$ cat config.mk
export PLATFORM = sky130hd
export DESIGN_NAME = ctl_store_trap
export DESIGN_NICKNAME = d
export VERILOG_FILES = /design/src/rtl/ctl_store_trap.sv
export SDC_FILE = /design/constraint.sdc
export NUM_CORES = 1
export LEC_CHECK = 0
export BUFFER_PORTS_ARGS = -buffer_cell sky130_fd_sc_hd__clkbuf_2
export CAP_MARGIN = 20
export CORE_AREA = 10 10 320 322
export DETAILED_ROUTE_END_ITERATION = 6
export DIE_AREA = 0 0 330 332
export PLACE_DENSITY = 0.38
export RECOVER_POWER = 25
export SYNTH_ARGS = -nofsm -noshare
export SYNTH_HDL_FRONTEND = slang
export SYNTH_SLANG_ARGS = --single-unit
export TNS_END_PERCENT = 20
$ cat constraint.sdc
create_clock -name clk -period 3.6 [get_ports clk]
set_clock_uncertainty 0.15 [all_clocks]
set_input_delay 0.18 -clock clk [delete_from_list [all_inputs] [get_ports clk]]
set_output_delay 0.18 -clock clk [all_outputs]
set_load 0.02 [all_outputs]
$ cat src/rtl/ctl_store_trap.sv
module ctl_store_trap #(
  parameter int          TRAP_STATES = 8,
  parameter logic [31:0] VEC_OFFSET  = 32'h100
) (
  input  logic         clk,
  input  logic         rst_n,
  input  logic         op_valid,
  input  logic [15:0]  op_code,
  output logic         busy,
  output logic         done,
  output logic         illegal,
  output logic [3:0]   gpr_raddr,
  input  logic [31:0]  gpr_rdata,
  output logic         gpr_we,
  output logic [3:0]   gpr_waddr,
  output logic [31:0]  gpr_wdata,
  input  logic [31:0]  pc,
  input  logic [31:0]  sr,
  input  logic [31:0]  gbr,
  input  logic [31:0]  vbr,
  input  logic [31:0]  ssr,
  input  logic [31:0]  spc,
  input  logic [31:0]  mach,
  input  logic [31:0]  macl,
  input  logic [31:0]  pr,
  input  logic [255:0] bank_regs,
  output logic         mem_req,
  output logic [31:0]  mem_addr,
  output logic [31:0]  mem_wdata,
  input  logic         mem_ready,
  output logic         trap_save,
  output logic [31:0]  spc_wdata,
  output logic [31:0]  ssr_wdata,
  output logic [31:0]  tra_wdata,
  output logic         pc_we,
  output logic [31:0]  pc_wdata
);
  localparam int CW = (TRAP_STATES > 2) ? $clog2(TRAP_STATES) : 1;
  localparam logic [CW-1:0] LAST = CW'(TRAP_STATES - 1);

  typedef enum logic [2:0] {S_IDLE, S_COPY, S_PUSH, S_TRAP, S_ILL} state_t;
  state_t state;

  logic [3:0]  n_q;
  logic [31:0] val_q, addr_q, tpc_q, tsr_q;
  logic [7:0]  imm_q;
  logic [CW-1:0] cnt;

  wire [3:0] grp = op_code[15:12];
  wire [3:0] sel = op_code[7:4];
  wire [3:0] sfx = op_code[3:0];

  wire is_cbank = grp == 4'h0 && sel[3] && sfx == 4'h2;
  wire is_cmac  = grp == 4'h0 && sel < 4'd3 && sfx == 4'hA;
  wire is_pctl  = grp == 4'h4 && sfx == 4'h3 && (sel < 4'd5 || sel[3]);
  wire is_pmac  = grp == 4'h4 && sfx == 4'h2 && sel < 4'd3;
  wire is_trap  = op_code[15:8] == 8'hC3;

  logic [31:0] ctl_val, mac_val;
  always_comb begin
    case (sel)
      4'd0:    ctl_val = sr;
      4'd1:    ctl_val = gbr;
      4'd2:    ctl_val = vbr;
      4'd3:    ctl_val = ssr;
      4'd4:    ctl_val = spc;
      default: ctl_val = bank_regs[sel[2:0]*32 +: 32];
    endcase
    case (sel[1:0])
      2'd0:    mac_val = mach;
      2'd1:    mac_val = macl;
      default: mac_val = pr;
    endcase
  end

  wire [31:0] sel_val = (is_cmac || is_pmac) ? mac_val : ctl_val;
  wire        accept  = op_valid && state == S_IDLE;

  always_ff @(posedge clk or negedge rst_n) begin
    if (!rst_n) begin
      state <= S_IDLE;
      n_q <= '0; val_q <= '0; addr_q <= '0;
      tpc_q <= '0; tsr_q <= '0; imm_q <= '0; cnt <= '0;
    end else begin
      case (state)
        S_IDLE: if (accept) begin
          n_q    <= op_code[11:8];
          val_q  <= is_trap ? vbr + VEC_OFFSET : sel_val;
          addr_q <= gpr_rdata - 32'd4;
          tpc_q  <= pc;
          tsr_q  <= sr;
          imm_q  <= op_code[7:0];
          cnt    <= '0;
          if (is_cbank || is_cmac)      state <= S_COPY;
          else if (is_pctl || is_pmac)  state <= S_PUSH;
          else if (is_trap)             state <= S_TRAP;
          else                          state <= S_ILL;
        end
        S_PUSH: if (mem_ready) state <= S_IDLE;
        S_TRAP: begin
          cnt <= cnt + 1'b1;
          if (cnt == LAST) state <= S_IDLE;
        end
        default: state <= S_IDLE;
      endcase
    end
  end

  wire push_end = state == S_PUSH && mem_ready;
  wire trap_end = state == S_TRAP && cnt == LAST;

  assign busy      = state != S_IDLE && state != S_ILL;
  assign illegal   = state == S_ILL;
  assign done      = state == S_COPY || push_end || trap_end;
  assign gpr_raddr = op_code[11:8];
  assign gpr_we    = state == S_COPY || push_end;
  assign gpr_waddr = n_q;
  assign gpr_wdata = state == S_PUSH ? addr_q : val_q;
  assign mem_req   = state == S_PUSH;
  assign mem_addr  = addr_q;
  assign mem_wdata = val_q;
  assign trap_save = state == S_TRAP && cnt == '0;
  assign spc_wdata = tpc_q;
  assign ssr_wdata = tsr_q;
  assign tra_wdata = {22'd0, imm_q, 2'b00};
  assign pc_we     = trap_end;
  assign pc_wdata  = val_q;

  assert_done_in_busy_R9: assert property (@(posedge clk) disable iff (!rst_n)
    done |-> busy);
  assert_busy_drops_R9: assert property (@(posedge clk) disable iff (!rst_n)
    done |=> !busy);
  assert_stall_hold_R6: assert property (@(posedge clk) disable iff (!rst_n)
    mem_req && !mem_ready |=> mem_req && $stable(mem_addr) && $stable(mem_wdata));
  assert_stall_quiet_R6: assert property (@(posedge clk) disable iff (!rst_n)
    mem_req && !mem_ready |-> !done && !gpr_we);
  assert_illegal_quiet_R10: assert property (@(posedge clk) disable iff (!rst_n)
    illegal |-> !gpr_we && !mem_req && !trap_save && !pc_we && !done);
  assert_save_then_busy_R7: assert property (@(posedge clk) disable iff (!rst_n)
    trap_save |=> busy && !trap_save);
  assert_jump_done_R8: assert property (@(posedge clk) disable iff (!rst_n)
    pc_we |-> done && !gpr_we);
endmodule

* Word-level counts from Yosys, hierarchy flattened
Index checks and enable logic that the tools add are counted. W data, S select, Z words.
Storage, ports and cells: RAM bits 0, bits in read-only memories 0, memories 0, word-level logic and storage cells 76, input port bits 596, flip-flop bits (word level) 146, output and inout bits 239, latch bits 0
Cells by class: add/sub/neg operators 3, order comparisons 2, multipliers 0, reductions and logical operators 29, divide/modulo/power cells 0, shifts and indexed selects 1, equality and inequality tests 19, bitwise operators 0, muxes and demuxes 14
Operator list (number):
- $shiftx A256 B9 Y32 | 1
- $pmux W32 S5 | 1
- $mux W32 | 3
- $pmux W32 S2 | 1
- $add A32 B9 Y32 const B | 1
- $sub A32 B3 Y32 const B | 1
- $mux W3 | 7
- $eq A4 B2 Y1 const B | 4
- $logic_and A1 B1 Y1 | 13
- $pmux W3 S3 | 1
- $eq A4 B3 Y1 const B | 2
- $eq A8 B8 Y1 const B | 1
- $logic_not A4 Y1 | 2
- $eq A3 B2 Y1 const B | 2
- $eq A3 B3 Y1 const B | 2
- $logic_not A3 Y1 | 2
- $logic_or A1 B1 Y1 | 6
- $pmux W3 S2 | 1
- $eq A4 B1 Y1 const B | 1
- $eq A4 B4 Y1 const B | 1
- $lt A4 B2 Y1 const B | 1
- $lt A4 B3 Y1 const B | 1
- $ne A2 B2 Y1 const B | 2
- $reduce_and A2 Y1 | 2
- 9 further kinds | 9

* Depth between registers and ports, before layout
Gate-level depths: netlist (run 1).
depth in word-level cells 8, depth in mapped cells 11, gate-level depth less buffers 7

* Worst setup path after synthesis (run 1)
OpenSTA, ideal clock, no wires.
path kind register to output, start point reg state[0], end point out gpr_wdata[10], buffers on the path 1, arrival time 1.773 ns, data required time 3.270 ns, slack 1.497 ns, cell stages (with the launch flop) 4, path through dfrtp_1 nor3b_1 clkbuf_1 mux2_2
On the way: cells in the longest elaborated chain, start to end 2
Ends and longest elaborated chain:
- start, declared | RTL line 42 | state_t state;
- start signal, assigned | RTL line 81 | state <= S_IDLE;
- start signal, assigned | RTL line 94 | if (is_cbank || is_cmac) state <= S_COPY;
- start signal, assigned | RTL line 95 | else if (is_pctl || is_pmac) state <= S_PUSH;
- $eq A3 B2 Y1 | RTL line 118 | assign gpr_wdata = state == S_PUSH ? addr_q : val_q;
- $mux W32 | RTL line 118
- end, declared | RTL line 16 | output logic [31:0] gpr_wdata,
Every way passes these cells.

* Worst setup path after layout (run 1)
start point in op_code[10], end point reg val_q[6] (netlist: mem_wdata[6])
On the way: cells in the longest elaborated chain, start to end 2
Ends and longest elaborated chain:
- start, declared | RTL line 8 | input logic [15:0] op_code,
- $eq A8 B8 Y1 | RTL line 57 | wire is_trap = op_code[15:8] == 8'hC3;
- $mux W32 | RTL line 88 | val_q <= is_trap ? vbr + VEC_OFFSET : sel_val;
- end signal, assigned | RTL line 88
- end, declared | RTL line 45 | logic [31:0] val_q, addr_q, tpc_q, tsr_q;
Every way passes these cells. A chain may end at the register's enable or synchronous reset.

==> results of run 1 <==
==> how the worst min path moves through the flow <==
| stage | start | endpoint | slack (ns) | cells past startpoint |
|---|---|---|---|---|
| after CTS | vbr[20] | mem_wdata[20]$_DFFE_PN0P_ | 0.003 | 3 |
| after global placement | rst_n | spc_wdata[22]$_DFFE_PN0P_ | 0.11 | 1 |
| after global routing | vbr[20] | mem_wdata[20]$_DFFE_PN0P_ | 0.04 | 3 |
| after floorplan | rst_n | cnt[0]$_DFFE_PN0P_ | -0.27 | 0 |
| final | op_code[14] | state[0]$_DFFE_PN0P_ | 0.05 | 4 |
| after detailed placement | rst_n | spc_wdata[22]$_DFFE_PN0P_ | 0.11 | 1 |
==> repair_timing <==
item	in CTS	in global routing
hold buffers	150	0
setup buffers	0	0
endpoints found under the hold margin	195	0
==> metal layers <==
metal	wire [microns]	part of all wire	GRT usage
met5	283	0.0029	0
met4	1037	0.011	0.03265
met3	8597	0.088	0.05837
met2	46560	0.48	0.2859
met1	41340	0.42	0.2165
==> flip-flops by register name (all words and copies together) (netlist names) <==
register and count:
mem_wdata 32, ssr_wdata 32, imm_q 8, state 3, cnt 3, gpr_waddr 4, spc_wdata 32, mem_addr 32
==> cell families (layout without fill, tap and decap cells) <==
kind of cell,Yosys count,in the layout,share of synthesized area
flip-flops,146,146,0.3071
adder cells (fa/ha/maj),5,5,0.005258
other,1,37,0.0003152
XOR/XNOR,45,45,0.03313
multiplexers,210,210,0.2661
buffers and inverters,166,1054,0.07982
AND/OR/NAND/NOR,462,462,0.1765
AO/OA/AOI/OAI,231,231,0.1319
==> final cells by class <==
cell class | count | area [sq um]
Multi-Input combinational cell | 977 | 7438
Fill cell | 10830 | 76610
Inverter | 13 | 48.80
Timing Repair Buffer | 1009 | 6012
Clock inverter | 12 | 170.2
Sequential cell | 146 | 3654
Antenna cell | 13 | 32.53
Tap cell | 1276 | 1597
Clock buffer | 20 | 436.7
==> layout by cell type, fill, tap and decap left out, types with 34 or more instances in the layout <==
cell type      Yosys  routed
a21oi_1           34      34
buf_4             68      43
clkbuf_2           0     808
dfrtp_1          146     146
dlygate4sd3_1      0     150
mux2_2            90      90
mux2i_1           44      44
mux4_2            76      76
nand2_1          316     316
o21ai_0           66      66
==> worst max-delay path: cells and delay by family <==
family | cells | cell delay, ns
compound gates | 2 | 0.29
buf+inv | 4 | 1.49
simple gates | 3 | 1.40
==> stage by stage <==
| step | worst slack (ns) | instance area (sq um) | power (mW) | hold WS [ns] | instances |
|---|---|---|---|---|---|
| 2_1_floorplan | 1.497 | 11980 | 3.596 | -0.2656 | 1289 |
| 3_3_place_gp | 0.3861 | 17240 | 4.996 | 0.1082 | 3270 |
| 3_5_place_dp | 0.4374 | 17260 | 4.999 | 0.1062 | 3271 |
| 4_1_cts | 0.4509 | 19360 | 7.249 | 0.002785 | 3453 |
| 5_1_grt | 0.3322 | 19360 | 7.499 | 0.04212 | 3456 |
| 6_report | 0.5210 | 19390 | 7.074 | 0.04976 | 3466 |
==> power breakdown <==
part	switching [mW]	internal, mW	leakage (nW)
logic	1.68	1.14	7.24
registers	0.357	1.89	1.80
clock network	0.896	1.11	0.292
total	2.94	4.14	9.34
==> flow_metrics.env, run 1 <==
export IMPL_outcome="finished with violations"
export IMPL_violations="capacitance limit, slew limit"
export IMPL_cts_buffers=17
export IMPL_io_pin_count=835
export IMPL_fin_setup_tns_ns=0
export IMPL_drtPass1Iterations=5
export IMPL_worst_endpoint_required_ns=3.90
export IMPL_first_global_vias=15050
export IMPL_r2r_end="mem_wdata[6]$_DFFE_PN0P_"
export IMPL_drive_gt1_frac=0.4961
export IMPL_hold_class="in -> reg"
export IMPL_reg2reg_from="state[1]$_DFFE_PN0P_"
export IMPL_finalHoldViolCount=0
export IMPL_syn_cell_area_sq_um=11900
export IMPL_synth_seq_cells=146
export IMPL_drc_errors=0
export IMPL_drv_cap=1
export IMPL_dr_total_vias=14000
export IMPL_drv_slew=68
export IMPL_syn_area_per_cell_sq_um=9.398
export IMPL_synth_edf_count=0
export IMPL_clk_latency_ns=0.49
export IMPL_yosysMostFrequentCell="nand2_1"
export IMPL_ys_seq_area_frac=0.3071
export IMPL_synth_top_area_share=0.3071
export IMPL_cp_cell_sequence="dlygate4sd3_1 > clkbuf_2 > nand4bb_1 > nor3_2 > buf_4 > and2_1 > a22oi_1 > o21ai_0 > dlygate4sd3_1"
export IMPL_clockRootBuffer="clkbuf_16"
export IMPL_gp_congestion=0.8626
export IMPL_track_usage=0.1729
export IMPL_relSlewSlack=-0.5373
export IMPL_drtIter0Drc=810
export IMPL_utilization=0.2020
export IMPL_cpMaxStageDelayCell="and2_1"
export IMPL_yosys_top_cells_area="dfrtp_1 (31%), mux4_2 (14%), nand2_1 (10%), mux2_2 (8.5%), buf_4 (4.3%)"
export IMPL_yosysUniqueCellTypes=70
export IMPL_max_freq_mhz=324.8
export IMPL_cts_sinks=146
export IMPL_p_leak_nw=9.338
export IMPL_grt_max_degree=70
export IMPL_yosys_warnings=0
export IMPL_period_share=0.8553
export IMPL_synth_cells=1266
export IMPL_cts_max_level=4
export IMPL_coreArea_sq_um=95990
export IMPL_clk_pin_slew_ns=0.08
export IMPL_die_area_sq_um=109600
export IMPL_r2r_slack_ns=0.52
export IMPL_ys_flop_type="dfrtp_1"
export IMPL_cp_start_kind="input port"
export IMPL_wl_microns=97830
export IMPL_tightestPinTransition_ns=2.306
export IMPL_ys_async_sr_fraction=1.000
export IMPL_setup_worst_path_end="mem_wdata[6]$_DFFE_PN0P_"
export IMPL_area_growth_pct=62.96
export IMPL_worstSetupPathType="in -> reg"
export IMPL_synth_commonest_cells="nand2_1 (316), dfrtp_1 (146), mux2_2 (90)"
export IMPL_vias_per_cell=4.038
export IMPL_initial_core_util=0.1239
export IMPL_cts_tree="yes"
export IMPL_die_w_microns=330
export IMPL_critPathCaptureType="flop"
export IMPL_cpMostUsedCell="dlygate4sd3_1"
export IMPL_path_max_fanout=15
export IMPL_fin_nets=2765
export IMPL_critPathMaxStageDelay_ns=0.80
export IMPL_cts_resized=0
export IMPL_wl_per_cell_microns=28.22
export IMPL_startpoint="op_code[10]"
export IMPL_grt_pass1_wl_microns=130900
export IMPL_powerDensity_nw_per_um2=364.8
export IMPL_worst_ep_arrival_time_ns=3.38
export IMPL_io_buffers=810
export IMPL_antenna_found_initial=60
export IMPL_clockBufferDepth=2
export IMPL_dpl_hpwl_microns=83360
export IMPL_setup_viol=0
export IMPL_min_period_ns=3.079
export IMPL_antenna_left=0
export IMPL_die_h_microns=332
export IMPL_rows=114
export IMPL_grt_setup_unrepaired="false"
export IMPL_gr_total_overflow=0
export IMPL_peakVddDrop_v=0.0003089
export IMPL_rr_worst_depth=5
export IMPL_yosysTopAreaCell="dfrtp_1"
Note: power is estimated with default switching activity, not from simulation.
==> run 2: changes to the inputs <==
CORE_AREA = 10 10 316 318   (was 10 10 320 322)
DIE_AREA = 0 0 326 328   (was 0 0 330 332)
PLACE_DENSITY = 0.39   (was 0.38)
==> run 2 against run 1 <==
Net effect: the run still ends with capacitance limit, slew limit left; design area shrank 0.38%; setup slack got worse by 0.21 ns; register-to-register slack worse by 0.05 ns; critical path depth is the same; flip-flop and latch count is the same; sequential power about the same; maximum frequency down 6.4%; core utilization is 0.56 points higher; die area decreased by 2.4%; global-route usage up 0.66 points; total power down 1.9%; largest power group unchanged.
==> flow_metrics.env, run 2 (synthesized netlist as in run 1, its figures left out) <==
export IMPL_clk_pin_slew_ns=0.07
export IMPL_setup_viol=0
export IMPL_drtIter0Drc=756
export IMPL_antenna_found_initial=68
export IMPL_multi_input_area_sq_um=7431
export IMPL_min_period_ns=3.289
export IMPL_rows=112
export IMPL_vias_per_cell=4.063
export IMPL_cp_start_kind="input port"
export IMPL_cts_setup_buffers=0
export IMPL_dr_total_vias=14030
export IMPL_fin_nets=2764
export IMPL_grt_setup_unrepaired="false"
export IMPL_die_w_microns=326
export IMPL_layout_commonest_cell="clkbuf_2"
export IMPL_grt_max_degree=107
export IMPL_whs_ns=0.05053
export IMPL_fin_setup_tns_ns=0
export IMPL_worst_ep_arrival_time_ns=3.53
export IMPL_io_buffers=810
export IMPL_critPathCaptureType="flop"
export IMPL_tightestPinTransition_ns=2.256
export IMPL_worstSetupPathType="in -> reg"
export IMPL_path_max_fanout=34
export IMPL_register_area_sq_um=3654
export IMPL_drv_cap=1
export IMPL_pre_cts_slack_ns=0.7584
export IMPL_area_growth_pct=62.34
export IMPL_clockRootBuffer="clkbuf_16"
export IMPL_hold_buffers=156
export IMPL_die_area_sq_um=106900
export IMPL_finalHoldViolCount=0
export IMPL_antenna_left=0
export IMPL_track_usage=0.1795
export IMPL_outcome="finished with violations"
export IMPL_drv_slew=80
export IMPL_die_h_microns=328
export IMPL_wl_per_cell_microns=28.79
export IMPL_period_share=0.9137
export IMPL_gr_total_overflow=0
export IMPL_wl_microns=99390
export IMPL_dpl_hpwl_microns=85650
export IMPL_hold_class="in -> reg"
export IMPL_violations="capacitance limit, slew limit"
export IMPL_cts_resized=0
export IMPL_peakVddDrop_v=0.0002641
export IMPL_drtPass1Iterations=5
export IMPL_cts_sinks=146
export IMPL_clockBufferDepth=2
export IMPL_fillers=10610
export IMPL_first_global_vias=15180
export IMPL_mostFrequentLayoutCells="clkbuf_2 (801), nand2_1 (316), dlygate4sd3_1 (156), dfrtp_1 (146), mux2_2 (90)"
export IMPL_setup_slack_ns=0.3108
export IMPL_powerDensity_nw_per_um2=359.4
export IMPL_io_pin_count=835
export IMPL_drc_errors=0
export IMPL_grt_pass1_wl_microns=133000
export IMPL_coreArea_sq_um=93050
export IMPL_clk_latency_ns=0.49
export IMPL_worst_endpoint_required_ns=3.84
export IMPL_initial_core_util=0.1279
export IMPL_cts_tree="yes"
export IMPL_relSlewSlack=-0.5038
export IMPL_max_freq_mhz=304.0
export IMPL_p_leak_nw=9.285
export IMPL_cts_max_level=4
export IMPL_drive_gt1_frac=0.4908
export IMPL_gp_congestion=0.8781
export IMPL_cts_buffers=17
run 2: final timing paths:
path | start | end | slack [ns] | cells past startpoint
setup / recovery | op_code[7] | mem_wdata[22]$_DFFE_PN0P_ | 0.31 | 9
hold / removal | vbr[13] | mem_wdata[13]$_DFFE_PN0P_ | 0.05 | 4
setup reg to reg | state[1]$_DFFE_PN0P_ | mem_wdata[8]$_DFFE_PN0P_ | 0.47 | 7
hold reg to reg | spc_wdata[5]$_DFFE_PN0P_ | spc_wdata[5]$_DFFE_PN0P_ | 0.32 | 2
max in group asynchronous | rst_n | mem_addr[31]$_DFFE_PN0P_ | 0.58 | 3
min in group asynchronous | rst_n | mem_addr[6]$_DFFE_PN0P_ | 0.75 | 2
run 2: report_power, final:
group	switching, mW	internal [mW]
registers	0.354	1.89
clock network	0.890	0.977
logic	1.68	1.14
run 2: final cells by class:
cell class	instances	area share
Antenna cell	22	0.002850
Clock buffer	19	0.02293
Clock inverter	13	0.006413
Inverter	13	0.002526
Multi-Input combinational cell	977	0.3847
Sequential cell	146	0.1892
Tap cell	1254	0.08123
Timing Repair Buffer	1008	0.3102
run 2: critical path, stage by stage:
cell	delay, ns
dlygate4sd3_1	0.54
clkbuf_2	0.26
a211oi_1	0.40
and4b_2	0.88
buf_4	0.34
a21oi_1	0.08
o21ai_0	0.11
o211ai_1	0.11
dlygate4sd3_1	0.59
run 2: layer usage:
metal  track usage  vias up  share of wire
met5             0        -         0.0021
met4       0.04211       34          0.014
met3       0.05263       76          0.076
met2        0.2978      665           0.48
met1        0.2265     6875           0.43
li1              -     6376              -
run 2: metrics by stage:
step / area, sq um / std cells / utilization / total power [mW]
6_report: 19310 / 3452 / 0.2076 / 6.941
5_1_grt: 19280 / 3439 / 0.2072 / 7.335
4_1_cts: 19290 / 3430 / 0.2073 / 7.104
3_5_place_dp: 17160 / 3242 / 0.1844 / 4.991
3_3_place_gp: 17160 / 3242 / 0.1844 / 4.991
2_1_floorplan: 11980 / 1289 / - / 3.596
